`src/rtl/bt_pkg.sv`:
```
package bt_pkg;
  typedef enum logic [1:0] {
    ST_RESET     = 2'd0,
    ST_RESET_ACQ = 2'd1,
    ST_RUN       = 2'd2,
    ST_RUN_ACQ   = 2'd3
  } bt_state_e;

  typedef enum logic [2:0] {
    CMD_RESET   = 3'd0,
    CMD_REQUEST = 3'd1,
    CMD_RELEASE = 3'd2,
    CMD_RUN     = 3'd3,
    CMD_RESTART = 3'd4,
    CMD_MCYCLE  = 3'd5
  } bt_cmd_e;

  typedef enum logic [2:0] {
    OP_IDLE,
    OP_ACQ,
    OP_DROP,
    OP_HOP,
    OP_PULSE
  } bt_op_e;
endpackage

```
`src/rtl/bt_sync2.sv`:
```
module bt_sync2 #(
  parameter logic RST_VAL = 1'b1
) (
  input  logic clk,
  input  logic rst_n,
  input  logic d,
  output logic q
);
  logic meta;

  always_ff @(posedge clk) begin
    if (!rst_n) begin
      meta <= RST_VAL;
      q    <= RST_VAL;
    end else begin
      meta <= d;
      q    <= meta;
    end
  end
endmodule

```
`src/rtl/bt_tick.sv`:
```
module bt_tick #(
  parameter int DIV = 4
) (
  input  logic clk,
  input  logic rst_n,
  input  logic restart,
  output logic strobe
);
  localparam int CW = (DIV > 2) ? $clog2(DIV) : 1;

  logic [CW-1:0] cnt;

  assign strobe = (cnt == CW'(DIV - 1));

  always_ff @(posedge clk) begin
    if (!rst_n || restart) cnt <= '0;
    else if (strobe)       cnt <= '0;
    else                   cnt <= cnt + 1'b1;
  end

  // ticks are isolated pulses, so a timeout window counts whole periods
  assert_tick_single_R4: assert property (@(posedge clk) disable iff (!rst_n)
    strobe |=> !strobe);
endmodule

```
`src/rtl/bt_latcnt.sv`:
```
module bt_latcnt #(
  parameter int W = 32
) (
  input  logic         clk,
  input  logic         rst_n,
  input  logic         clr,
  input  logic         inc,
  output logic [W-1:0] count
);
  always_ff @(posedge clk) begin
    if (!rst_n || clr) count <= '0;
    else if (inc)      count <= count + 1'b1;
  end

  assert_lat_hold_R5: assert property (@(posedge clk) disable iff (!rst_n)
    (!clr && !inc) |=> $stable(count));
endmodule

```
`src/rtl/bt_fsm.sv`:
```
module bt_fsm
  import bt_pkg::*;
#(
  parameter int REQ_RST_TICKS = 255,
  parameter int REQ_RUN_TICKS = 20,
  parameter int DROP_TICKS    = 20,
  parameter int PULSE_CYC     = 1000
) (
  input  logic       clk,
  input  logic       rst_n,
  input  logic       cmd_valid,
  input  logic [2:0] cmd_code,
  output logic       cmd_ready,
  input  logic       ack,
  input  logic       tick,
  output logic       tick_restart,
  output logic       lat_clr,
  output logic       lat_inc,
  output bt_state_e  st,
  output logic       rst_a,
  output logic       req_n,
  output logic       drv
);
  localparam int T_A  = (REQ_RST_TICKS > REQ_RUN_TICKS) ? REQ_RST_TICKS : REQ_RUN_TICKS;
  localparam int T_MX = (T_A > DROP_TICKS) ? T_A : DROP_TICKS;
  localparam int TW   = $clog2(T_MX + 1);
  localparam int PW   = (PULSE_CYC > 1) ? $clog2(PULSE_CYC + 1) : 1;

  bt_op_e        op;
  logic [TW-1:0] tmr;
  logic [PW-1:0] pcnt;
  logic          from_rst;
  logic          relink;
  logic          accept;
  logic          timeout;
  logic          hop_done;

  assign cmd_ready    = (op == OP_IDLE);
  assign accept       = cmd_valid && cmd_ready;
  assign timeout      = tick && (tmr == TW'(1));
  assign hop_done     = (op == OP_HOP) && (!ack || timeout);
  assign tick_restart = (op == OP_IDLE) || hop_done;
  assign lat_clr      = accept && (cmd_code == CMD_REQUEST) && (st == ST_RESET);
  assign lat_inc      = (op == OP_ACQ) && from_rst;

  always_ff @(posedge clk) begin
    if (!rst_n) begin
      st       <= ST_RESET;
      op       <= OP_IDLE;
      rst_a    <= 1'b1;
      req_n    <= 1'b1;
      drv      <= 1'b0;
      tmr      <= '0;
      pcnt     <= '0;
      from_rst <= 1'b0;
      relink   <= 1'b0;
    end else begin
      if (tick && op != OP_IDLE && tmr != '0) tmr <= tmr - 1'b1;
      case (op)
        OP_IDLE: begin
          if (cmd_valid) begin
            case (cmd_code)
              CMD_RESET: begin
                drv   <= 1'b0;
                rst_a <= 1'b1;
                req_n <= 1'b1;
                st    <= ST_RESET;
                tmr   <= TW'(DROP_TICKS);
                op    <= OP_DROP;
              end
              CMD_REQUEST: begin
                if (st == ST_RESET) begin
                  req_n    <= 1'b0;
                  rst_a    <= 1'b0;
                  from_rst <= 1'b1;
                  tmr      <= TW'(REQ_RST_TICKS);
                  op       <= OP_ACQ;
                end else if (st == ST_RUN) begin
                  req_n    <= 1'b0;
                  from_rst <= 1'b0;
                  tmr      <= TW'(REQ_RUN_TICKS);
                  op       <= OP_ACQ;
                end
              end
              CMD_RELEASE: begin
                if (st[0]) begin
                  drv   <= 1'b0;
                  req_n <= 1'b1;
                  tmr   <= TW'(DROP_TICKS);
                  op    <= OP_DROP;
                  if (st == ST_RESET_ACQ) begin
                    rst_a <= 1'b1;
                    st    <= ST_RESET;
                  end else begin
                    st    <= ST_RUN;
                  end
                end
              end
              CMD_RUN: begin
                if (st == ST_RESET) begin
                  rst_a <= 1'b0;
                  st    <= ST_RUN;
                end else if (st == ST_RESET_ACQ) begin
                  drv    <= 1'b0;
                  rst_a  <= 1'b1;
                  pcnt   <= PW'(PULSE_CYC - 1);
                  relink <= 1'b1;
                  op     <= OP_PULSE;
                end
              end
              CMD_RESTART: begin
                if (st[1]) begin
                  rst_a  <= 1'b1;
                  pcnt   <= PW'(PULSE_CYC - 1);
                  relink <= 1'b0;
                  op     <= OP_PULSE;
                end
              end
              CMD_MCYCLE: begin
                if (st == ST_RUN_ACQ) begin
                  drv   <= 1'b0;
                  req_n <= 1'b1;
                  tmr   <= TW'(DROP_TICKS);
                  op    <= OP_HOP;
                end
              end
              default: ;
            endcase
          end
        end
        OP_ACQ: begin
          if (ack) begin
            drv <= 1'b1;
            st  <= from_rst ? ST_RESET_ACQ : ST_RUN_ACQ;
            op  <= OP_IDLE;
          end else if (timeout) begin
            req_n <= 1'b1;
            if (from_rst) rst_a <= 1'b1;
            st    <= from_rst ? ST_RESET : ST_RUN;
            op    <= OP_IDLE;
          end
        end
        OP_DROP: begin
          if (!ack || timeout) op <= OP_IDLE;
        end
        OP_HOP: begin
          if (hop_done) begin
            req_n    <= 1'b0;
            from_rst <= 1'b0;
            tmr      <= TW'(REQ_RUN_TICKS);
            op       <= OP_ACQ;
          end
        end
        OP_PULSE: begin
          if (pcnt == '0) begin
            rst_a <= 1'b0;
            op    <= OP_IDLE;
            if (relink) begin
              drv <= 1'b1;
              st  <= ST_RUN_ACQ;
            end
          end else begin
            pcnt <= pcnt - 1'b1;
          end
        end
        default: op <= OP_IDLE;
      endcase
    end
  end

  assert_drv_needs_req_R3: assert property (@(posedge clk) disable iff (!rst_n)
    drv |-> !req_n);
  assert_idle_acq_drives_R7: assert property (@(posedge clk) disable iff (!rst_n)
    (op == OP_IDLE && st[0]) |-> drv);
  assert_idle_reset_held_R1: assert property (@(posedge clk) disable iff (!rst_n)
    (op == OP_IDLE && st == ST_RESET) |-> rst_a);
  assert_reset_cmd_R10: assert property (@(posedge clk) disable iff (!rst_n)
    (accept && cmd_code == CMD_RESET) |=> (st == ST_RESET && rst_a && req_n && !drv));
  assert_restart_keeps_state_R9: assert property (@(posedge clk) disable iff (!rst_n)
    (accept && cmd_code == CMD_RESTART) |=> $stable(st));
  assert_busy_no_state_change_R12: assert property (@(posedge clk) disable iff (!rst_n)
    (op == OP_DROP) |=> $stable(st));
endmodule

```
`src/rtl/bus_takeover_ctrl.sv`:
```
module bus_takeover_ctrl
  import bt_pkg::*;
#(
  parameter int TICK_DIV      = 10_000_000,
  parameter int REQ_RST_TICKS = 255,
  parameter int REQ_RUN_TICKS = 20,
  parameter int DROP_TICKS    = 20,
  parameter int PULSE_CYC     = 1000,
  parameter int LAT_W         = 32
) (
  input  logic             clk,
  input  logic             rst_n,
  input  logic             cmd_valid,
  output logic             cmd_ready,
  input  logic [2:0]       cmd_code,
  input  logic             busack_n,
  input  logic             rst_level_in,
  output logic             cpu_rst,
  output logic             busreq_n,
  output logic             bus_drv_en,
  output logic [1:0]       state,
  output logic             acquired,
  output logic [LAT_W-1:0] ack_cycles
);
  logic      ack_n_s;
  logic      tick;
  logic      tick_restart;
  logic      lat_clr;
  logic      lat_inc;
  logic      rst_a;
  logic      pol_hi;
  bt_state_e st;

  always_ff @(posedge clk) begin
    if (!rst_n) pol_hi <= rst_level_in;
  end

  bt_sync2 #(.RST_VAL(1'b1)) u_sync (
    .clk(clk), .rst_n(rst_n), .d(busack_n), .q(ack_n_s)
  );

  bt_tick #(.DIV(TICK_DIV)) u_tick (
    .clk(clk), .rst_n(rst_n), .restart(tick_restart), .strobe(tick)
  );

  bt_latcnt #(.W(LAT_W)) u_lat (
    .clk(clk), .rst_n(rst_n), .clr(lat_clr), .inc(lat_inc), .count(ack_cycles)
  );

  bt_fsm #(
    .REQ_RST_TICKS(REQ_RST_TICKS),
    .REQ_RUN_TICKS(REQ_RUN_TICKS),
    .DROP_TICKS(DROP_TICKS),
    .PULSE_CYC(PULSE_CYC)
  ) u_fsm (
    .clk(clk), .rst_n(rst_n),
    .cmd_valid(cmd_valid), .cmd_code(cmd_code), .cmd_ready(cmd_ready),
    .ack(!ack_n_s), .tick(tick), .tick_restart(tick_restart),
    .lat_clr(lat_clr), .lat_inc(lat_inc),
    .st(st), .rst_a(rst_a), .req_n(busreq_n), .drv(bus_drv_en)
  );

  assign cpu_rst  = pol_hi ? rst_a : !rst_a;
  assign state    = st;
  assign acquired = st[0];

  assert_polarity_fixed_R2: assert property (@(posedge clk) disable iff (!rst_n)
    1'b1 |=> $stable(pol_hi));
endmodule

```
`config.mk`:
```
export PLATFORM = sky130hd
export DESIGN_NAME = bus_takeover_ctrl
export DESIGN_NICKNAME = d
export VERILOG_FILES = /design/src/rtl/bt_pkg.sv /design/src/rtl/bt_sync2.sv /design/src/rtl/bt_tick.sv /design/src/rtl/bt_latcnt.sv /design/src/rtl/bt_fsm.sv /design/src/rtl/bus_takeover_ctrl.sv
export SDC_FILE = /design/constraint.sdc
export NUM_CORES = 1
export LEC_CHECK = 0
export BUFFER_PORTS_ARGS = -buffer_cell sky130_fd_sc_hd__buf_2
export CORE_UTILIZATION = 30
export DETAILED_ROUTE_END_ITERATION = 10
export PLACE_DENSITY = 0.45
export SLEW_MARGIN = 10
export SYNTH_ARGS = -nofsm -noshare
export SYNTH_HDL_FRONTEND = slang
export SYNTH_SLANG_ARGS = --single-unit
```
`constraint.sdc`:
```
create_clock -name clk -period 5.98 [get_ports clk]
set_input_delay 0.897 -clock clk [delete_from_list [all_inputs] [get_ports clk]]
set_output_delay 0.897 -clock clk [all_outputs]
set_load 0.1 [all_outputs]
```
After elaboration in Yosys (flattened, before gate mapping) --
Index checks and enable logic that the tools add are counted.
Operators by class: $add $sub $neg 4, multiply operators 0, divide/modulo/power cells 0, order comparisons 0, eq/ne operators 44, shift-type cells 0, multiplexer cells 84, bitwise gates (word level) 0, reductions and logical operators 35
Operators with widths (count):
- 8-bit two-way mux | 7
- 10-bit two-way mux | 5
- 10-bit case mux with 2 select lines | 2
- 3-bit two-way mux | 13
- 1-bit two-way mux | 33
- 32-bit by 1-bit adder with 32-bit output (second input constant) | 1
- 8-bit case mux with 4 select lines | 1
- 3-bit inequality test (second input constant) | 9
- 24-bit by 1-bit adder with 24-bit output (second input constant) | 1
- 24-bit == test (second input constant) | 1
- 2-bit two-way mux | 10
- 10-bit AND reduction | 2
- 3-bit case mux with 6 select lines | 1
- 2-bit by 1-bit inequality test with 1-bit output (second input constant) | 8
- 8-bit case mux with 2 select lines | 1
- 3-bit case mux with 5 select lines | 1
- 7-bit AND reduction | 2
- 3-bit by 2-bit == test with 1-bit output (second input constant) | 4
- 2-bit inequality test (second input constant) | 6
- 2-bit case mux with 3 select lines | 2
- 12-bit AND reduction | 1
- 10-bit zero test | 1
- 5-bit inequality test (second input constant) | 2
- 10-bit by 1-bit subtractor with 10-bit output (second input constant) | 1
- 27 further kinds | 52
Word-level totals: flip-flop bits (word level) 87, latch bits 0, RAM bits 0, memory bits (read-only) 0, input bits 8, output and inout port bits 39, word-level logic and storage cells 182, memories 0

Longest topological paths before layout --
Gate-level depths: netlist of run 1.
depth in word-level cells 9, depth in mapped cells 8, gate-level depth less buffers 7

Hierarchy --
Synthesis of run 1 repeated with hierarchy kept, for this count alone.
Unflattened totals: cell total of the unflattened synthesis 608, area total of the unflattened synthesis 5176.2 um^2
Modules (own cells, without submodules):
- bt_fsm | times used 1, cells an instance 277, area each 2242.2 um^2, sequential area each 560.5 um^2
- bt_latcnt | times used 1, cells an instance 184, area each 1602.8 um^2, sequential area each 640.6 um^2
- bt_tick | times used 1, cells an instance 138, area each 1224.9 um^2, sequential area each 480.5 um^2
- bus_takeover_ctrl | times used 1, cells an instance 5, area each 53.8 um^2, sequential area each 30.0 um^2
- bt_sync2 | times used 1, cells an instance 4, area each 52.6 um^2, sequential area each 40.0 um^2

Worst setup path before layout of run 1 --
OpenSTA, ideal clock, no wires.
path kind flip-flop to output port, start reg pol_hi, end out cpu_rst, arrival time 1935 ps, slack 3148 ps, stages on the path, launching flop included 2, buffers on the path 0, path through edfxtp_1 > xnor2_1
On the way: cells in the longest elaborated chain, start to end 1
RTL lines:
- start, declared | RTL line bus_takeover_ctrl.sv:31 | logic pol_hi;
- start signal, assigned | RTL line bus_takeover_ctrl.sv:35 | if (!rst_n) pol_hi <= rst_level_in;
- 1-bit two-way mux | RTL line bus_takeover_ctrl.sv:63 | assign cpu_rst = pol_hi ? rst_a : !rst_a;
- end, declared | RTL line bus_takeover_ctrl.sv:18 | output logic cpu_rst,
No other way between the ends.

Worst setup path after layout of run 1 --
start reg u_fsm.op[1], end reg u_lat.count[26]
On the way: cells in the longest elaborated chain, start to end 5, elaborated cells on any way between the ends 7
RTL lines:
- start, declared | RTL line bt_fsm.sv:29 | bt_op_e op;
- start signal, assigned | RTL line bt_fsm.sv:49 | op <= OP_IDLE;
- start signal, assigned | RTL line bt_fsm.sv:69 | op <= OP_DROP;
- start signal, assigned | RTL line bt_fsm.sv:77 | op <= OP_ACQ;
- 3-bit zero test | RTL line bt_fsm.sv:38 | assign cmd_ready = (op == OP_IDLE);
- 1-bit logical AND | RTL line bt_fsm.sv:39 | assign accept = cmd_valid && cmd_ready;
- 1-bit logical AND (2 in a row) | RTL line bt_fsm.sv:43 | assign lat_clr = accept && (cmd_code == CMD_REQUEST) && (st == ST_RESET);
- 1-bit logical OR | RTL line bt_latcnt.sv:11 | if (!rst_n || clr) count <= '0;
- end signal, assigned | RTL line bt_latcnt.sv:12 | else if (inc) count <= count + 1'b1;
- end, declared | RTL line bt_latcnt.sv:8 | output logic [W-1:0] count
Several ways; a longest one is shown, not always the timed one. A chain may end at the register's enable or synchronous reset.

==> results.ini, run 1 <==
[place]
place_ws_ns = 2.44
gp_congestion = 0.872
dp.cells = 807
port_buffers = 46
hpwl_um = 8690
place_area_mm2 = 0.00516

[final_layout]
nets = 621
drive_above_1_share = 0.141
fillers = 1618
final_cell_area_mm2 = 0.00546
final_cells = 823
area_growth_pct = 13.5
diodes = 0

[floorplanning]
fp.dieH_um = 129
core_mm2 = 0.0154
io-pin-count = 47
dieWidth_um = 129
dieArea_mm2 = 0.0165
start_util = 0.312
rows = 45

[flow_run]
max_cap_violations = 0

[synth]
synth.distinct_cells = 78
synth_top_family_by_area = simple AND/OR/NAND/NOR gates
synthSimpleGateAreaFrac = 0.319
ys_warn_count = 0
synthCells = 578
synth.avg_cell_area_um2 = 8.32
yosysTopAreaCell = dfxtp_1
syn_area_mm2 = 0.00481
synth_fa_ha_area_frac = 0.0156
syn-num-nets = 592
synth_mux_area_frac = 0.0195
synth-compound-area-share = 0.141
synth_top_cells_by_count = 86 x dfxtp_1, 70 x nor2_1, 51 x nand2_1, 29 x xnor2_1
synth_flop_cell = dfxtp_1
synth_edf_count = 1
synth_xor_area_frac = 0.0911
ys_seq_area_frac = 0.364
async_flop_share = 0
netlist_top_cells_area = dfxtp_1 36%, nor2_1 5.5%, xnor2_1 5.3%, nand2_1 4.0%, xor2_1 3.8%
synth.most_common_cell = dfxtp_1
synth_top_area_frac = 0.358
yosys_register_bits = 87

[clock_network]
cts_root_buf = clkbuf_16
clk_latency_ns = 0.35
postCtsResizedCells = 0
holdBufCountCts = 0
numCtsBuffers = 9
htreeDepth = 3
ctsLongestPathBuffers = 2
cts_sinks = 87
post_cts_buffers = 0
cts_tree = done
cts.clk_slew.worst_paths_ns = 0.07

[timing]
slew_headroom = 0.250
hold_viol = 0
timing.final.crit_share = 0.587
setup_viol = 0
final_max_slew_viol_count = 0
final.setup.tns_ns = 0
finClkSkew_ns = 0.00830
rsz0062_at_grt = false
tightestPinTransition_ns = 1.12
min_period_ns = 3.51
max_clock_freq_ghz = 0.285
finalWorstSetupSlack_ns = 2.47

[worst_setup_path]
worstSetupPathType = flop to flop
crit_slowest_cell = nand2_1
cp_cell_sequence = or3_1 > clkinv_1 > nand4_1 > nand2_1 > or4_1 > nand2_1
crit_path_max_incr_delay_ns = 0.77
crit_top_cell = nand2_1
crit_path_end_kind = flop
critPathLaunchType = flop
cp.buffers_inverters = 1
cp_top_family = simple AND/OR/NAND/NOR gates
worst-endpoint-required_ns = 6.27
crit_fanout = 32
cp.arrival_ns = 3.81

[drt]
drt_iter0_markers = 244
routed_via_density = 5.19
remaining_drc_errors = 0
drt_first_pass_iters = 4
wl_per_cell_um = 15.0
dr_total_vias = 4268
routed_wl_um = 12300
final_antenna_net_count = 0

[global_routing]
grt_usage = 0.159
grt_pass1_vias = 3975
antenna_found_initial = 0
grt_max_degree = 33
grt_pass1_wl_um = 20600
grt_overflow = 0

[pwr]
power_mw = 1.81
pwr_density_cell_mw_per_mm2 = 331
p_leak_nw = 1.89
irDropWorstVdd_mv = 0.198

[hold_path]
hold_class = flop to flop

[status]
status = finished clean

-- cell usage in the layout (no fill, tap or decap), types with 5 or more instances in the layout --
cell type,synthesis,routed
nor2_1,70,70
nand2b_1,16,16
nand2_1,51,51
nand4_1,13,13
xnor2_1,29,29
nor3_1,26,26
nand3_1,26,26
and4_1,5,5
a211oi_1,6,6
nor4_1,16,16
a21oi_1,16,16
xor2_1,21,21
buf_2,2,46
o21ai_0,13,13
or4_1,9,9
inv_1,20,20
dfxtp_1,86,86
mux2i_1,6,6
clkbuf_16,0,9
ha_1,6,6
or3_1,9,9
-- worst register-to-register path: cells and delay by family (launching register included) --
family / cells / cell delay, ns
buffers and inverters: 1 / 0.34
DFF: 1 / 0.63
and+or+nand+nor: 5 / 2.48
-- power breakdown --
part / total [mW] / switching (mW) / internal, mW
Clock: 0.572 / 0.245 / 0.327
Combinational: 0.544 / 0.372 / 0.172
Sequential: 0.691 / 0.0692 / 0.621
Total: 1.81 / 0.686 / 1.12
-- path summary, 6_finish.rpt --
path | from | to | slack, ns | cells past startpoint
setup / recovery | u_fsm.op[1]$_SDFFE_PN0P_ | u_lat.count[26]$_SDFFE_PP0P_ | 2.47 | 6
hold / removal | u_sync.meta$_SDFF_PN1_ | u_sync.q$_SDFF_PN1_ | 0.43 | 1
setup reg to reg | u_fsm.op[1]$_SDFFE_PN0P_ | u_lat.count[26]$_SDFFE_PP0P_ | 2.47 | 6
hold reg to reg | u_sync.meta$_SDFF_PN1_ | u_sync.q$_SDFF_PN1_ | 0.43 | 1
-- cell type report --
type                    instances  area, um2  share of cell area
multi-input cells             441       2830               0.518
flip-flops and latches         87       1750               0.321
well taps                     211        264              0.0484
repair buffers                 47        238              0.0436
clock buffers                  10        229              0.0420
inverters                      21       78.8              0.0144
clock inverters                 6       68.8              0.0126
-- state kept, by name (all words and copies together) (netlist names), 2 cells and up --
signal,count
u_tick.cnt,24
u_fsm.st,2
u_lat.count,32
u_fsm.op,3
u_fsm.tmr,8
u_fsm.pcnt,10
-- stage by stage --
step                       util  hold slack, ns
after floorplan               -           0.386
after global placement    0.334           0.406
after detailed placement  0.334           0.428
after CTS                 0.354           0.445
after global routing      0.354           0.455
final                     0.354           0.428
-- metal layers --
layer  wire, um  track usage
met5          0            0
met4        177       0.0512
met3        496       0.0407
met2       5430        0.240
met1       6210        0.219
-- cell families after synthesis --
| family | after synthesis |
|---|---|
| AO/OA/AOI/OAI | 93 |
| XOR/XNOR | 50 |
| adder cells (fa/ha/maj) | 6 |
| buffers and inverters | 50 |
| flip-flops | 87 |
| multiplexers | 9 |
| AND/OR/NAND/NOR | 283 |
(Power assumes the default switching activity.)
==> inputs of run 2 (changes only) <==
clock period = 3.5 ns   (was 5.98 ns; I/O delays follow)
==> results.ini, run 2 (synthesis gave the netlist of run 1 again) <==
[final_layout]
layout_commonest_cell = dfxtp_1
layout_common_cells = 86 x dfxtp_1, 70 x nor2_1, 51 x nand2_1
drive_above_1_share = 0.146
seq_area_mm2 = 0.00175
largestRegisters = u_lat.count (32), u_tick.cnt (24), u_fsm.pcnt (10)
multi_input_area_mm2 = 0.00283
final_cells = 829
fillers = 1663
fin_util = 0.357
final_cell_area_mm2 = 0.00551
area_growth_pct = 14.7
nets = 627
largest_reg_flops = 32
top_register = u_lat.count
diodes = 0

[place]
hpwl_um = 8700
port_buffers = 46
gp_congestion = 0.847
dp.cells = 813
place_area_mm2 = 0.00520

[drt]
final_antenna_net_count = 0
drt_iter0_markers = 155
drt_first_pass_iters = 4
routed_wl_um = 12000
routed_via_density = 5.19
remaining_drc_errors = 0
dr_total_vias = 4303
wl_per_cell_um = 14.5

[timing]
final_max_slew_viol_count = 0
finClkSkew_ns = 0.00860
tightestPinTransition_ns = 1.09
rsz0062_at_grt = false
max_clock_freq_ghz = 0.378
setup_viol = 0
slew_headroom = 0.274
final.setup.tns_ns = 0
min_period_ns = 2.64
timing.final.crit_share = 0.756
hold_viol = 0
whs_ns = 0.356

[clock_network]
clk_latency_ns = 0.34
cts_sinks = 87
cts_root_buf = clkbuf_16
holdBufCountCts = 0
cts.clk_slew.worst_paths_ns = 0.07
htreeDepth = 3
numCtsBuffers = 9
ctsLongestPathBuffers = 2
postCtsResizedCells = 0
post_cts_buffers = 0
cts_tree = done

[worst_setup_path]
worst-endpoint-required_ns = 3.76
crit_fanout = 9
crit_path_end_kind = flop
critPathLaunchType = flop
cp.arrival_ns = 2.90
worstSetupPathType = flop to flop

[floorplanning]
core_mm2 = 0.0154
fp.dieH_um = 129
dieWidth_um = 129
dieArea_mm2 = 0.0165
io-pin-count = 47
start_util = 0.312
rows = 45

[pwr]
p_leak_nw = 1.93
irDropWorstVdd_mv = 0.237
pwr_density_cell_mw_per_mm2 = 568

[hold_path]
hold_class = input port to flop

[flow_run]
max_cap_violations = 0

[global_routing]
grt_usage = 0.153
grt_pass1_wl_um = 20000
antenna_found_initial = 0
grt_pass1_vias = 3891
grt_max_degree = 32
grt_overflow = 0

[status]
status = finished clean

[run 2: per-stage QoR]
| step | worst slack (ns) | total power [mW] |
|---|---|---|
| global placement | 0.893 | 2.15 |
| detailed placement | 0.843 | 2.15 |
| floorplan | 0.777 | 1.94 |
| global route | 0.651 | 3.32 |
| finish | 0.855 | 3.13 |
| CTS | 0.831 | 3.16 |
[run 2: layout make-up]
type	instances	area share
multi-input cells	441	0.513
flip-flops and latches	87	0.318
repair buffers	53	0.0513
well taps	211	0.0479
clock buffers	13	0.0474
inverters	21	0.0143
clock inverters	3	0.00862
[run 2: worst max-delay path, stage by stage (launching register included)]
cell	delay, ns
dfxtp_1	0.37
ha_1	0.20
nand3_1	0.24
or4_1	0.78
nor3_1	0.38
mux2_2	0.38
a211oi_1	0.21
[run 2: report_power, final]
group	leakage [nW]	internal, mW	switching [mW]	total [mW]
sequential	0.705	1.06	0.120	1.18
clock	0.150	0.602	0.401	1.00
combinational	1.07	0.316	0.633	0.949
total	1.93	1.98	1.15	3.13
[run 2: worst paths after layout]
check	startpoint	to	slack, ns	cells after the start
setup reg to reg	u_tick.cnt[0]$_SDFF_PP0_	u_fsm.tmr[1]$_SDFF_PN0_	0.86	6
hold / removal	rst_level_in	pol_hi$_DFFE_PN_	0.36	1
setup / recovery	u_tick.cnt[0]$_SDFF_PP0_	u_fsm.tmr[1]$_SDFF_PN0_	0.86	6
hold reg to reg	u_sync.meta$_SDFF_PN1_	u_sync.q$_SDFF_PN1_	0.42	1
[run 2: metal layers]
| metal | vias to the layer above | track usage | routed length, um |
|---|---|---|---|
| met2 | 69 | 0.232 | 5310 |
| met5 | - | 0 | 0 |
| li1 | 2182 | - | - |
| met1 | 2038 | 0.213 | 6060 |
| met3 | 14 | 0.0274 | 453 |
| met4 | 0 | 0.0630 | 216 |
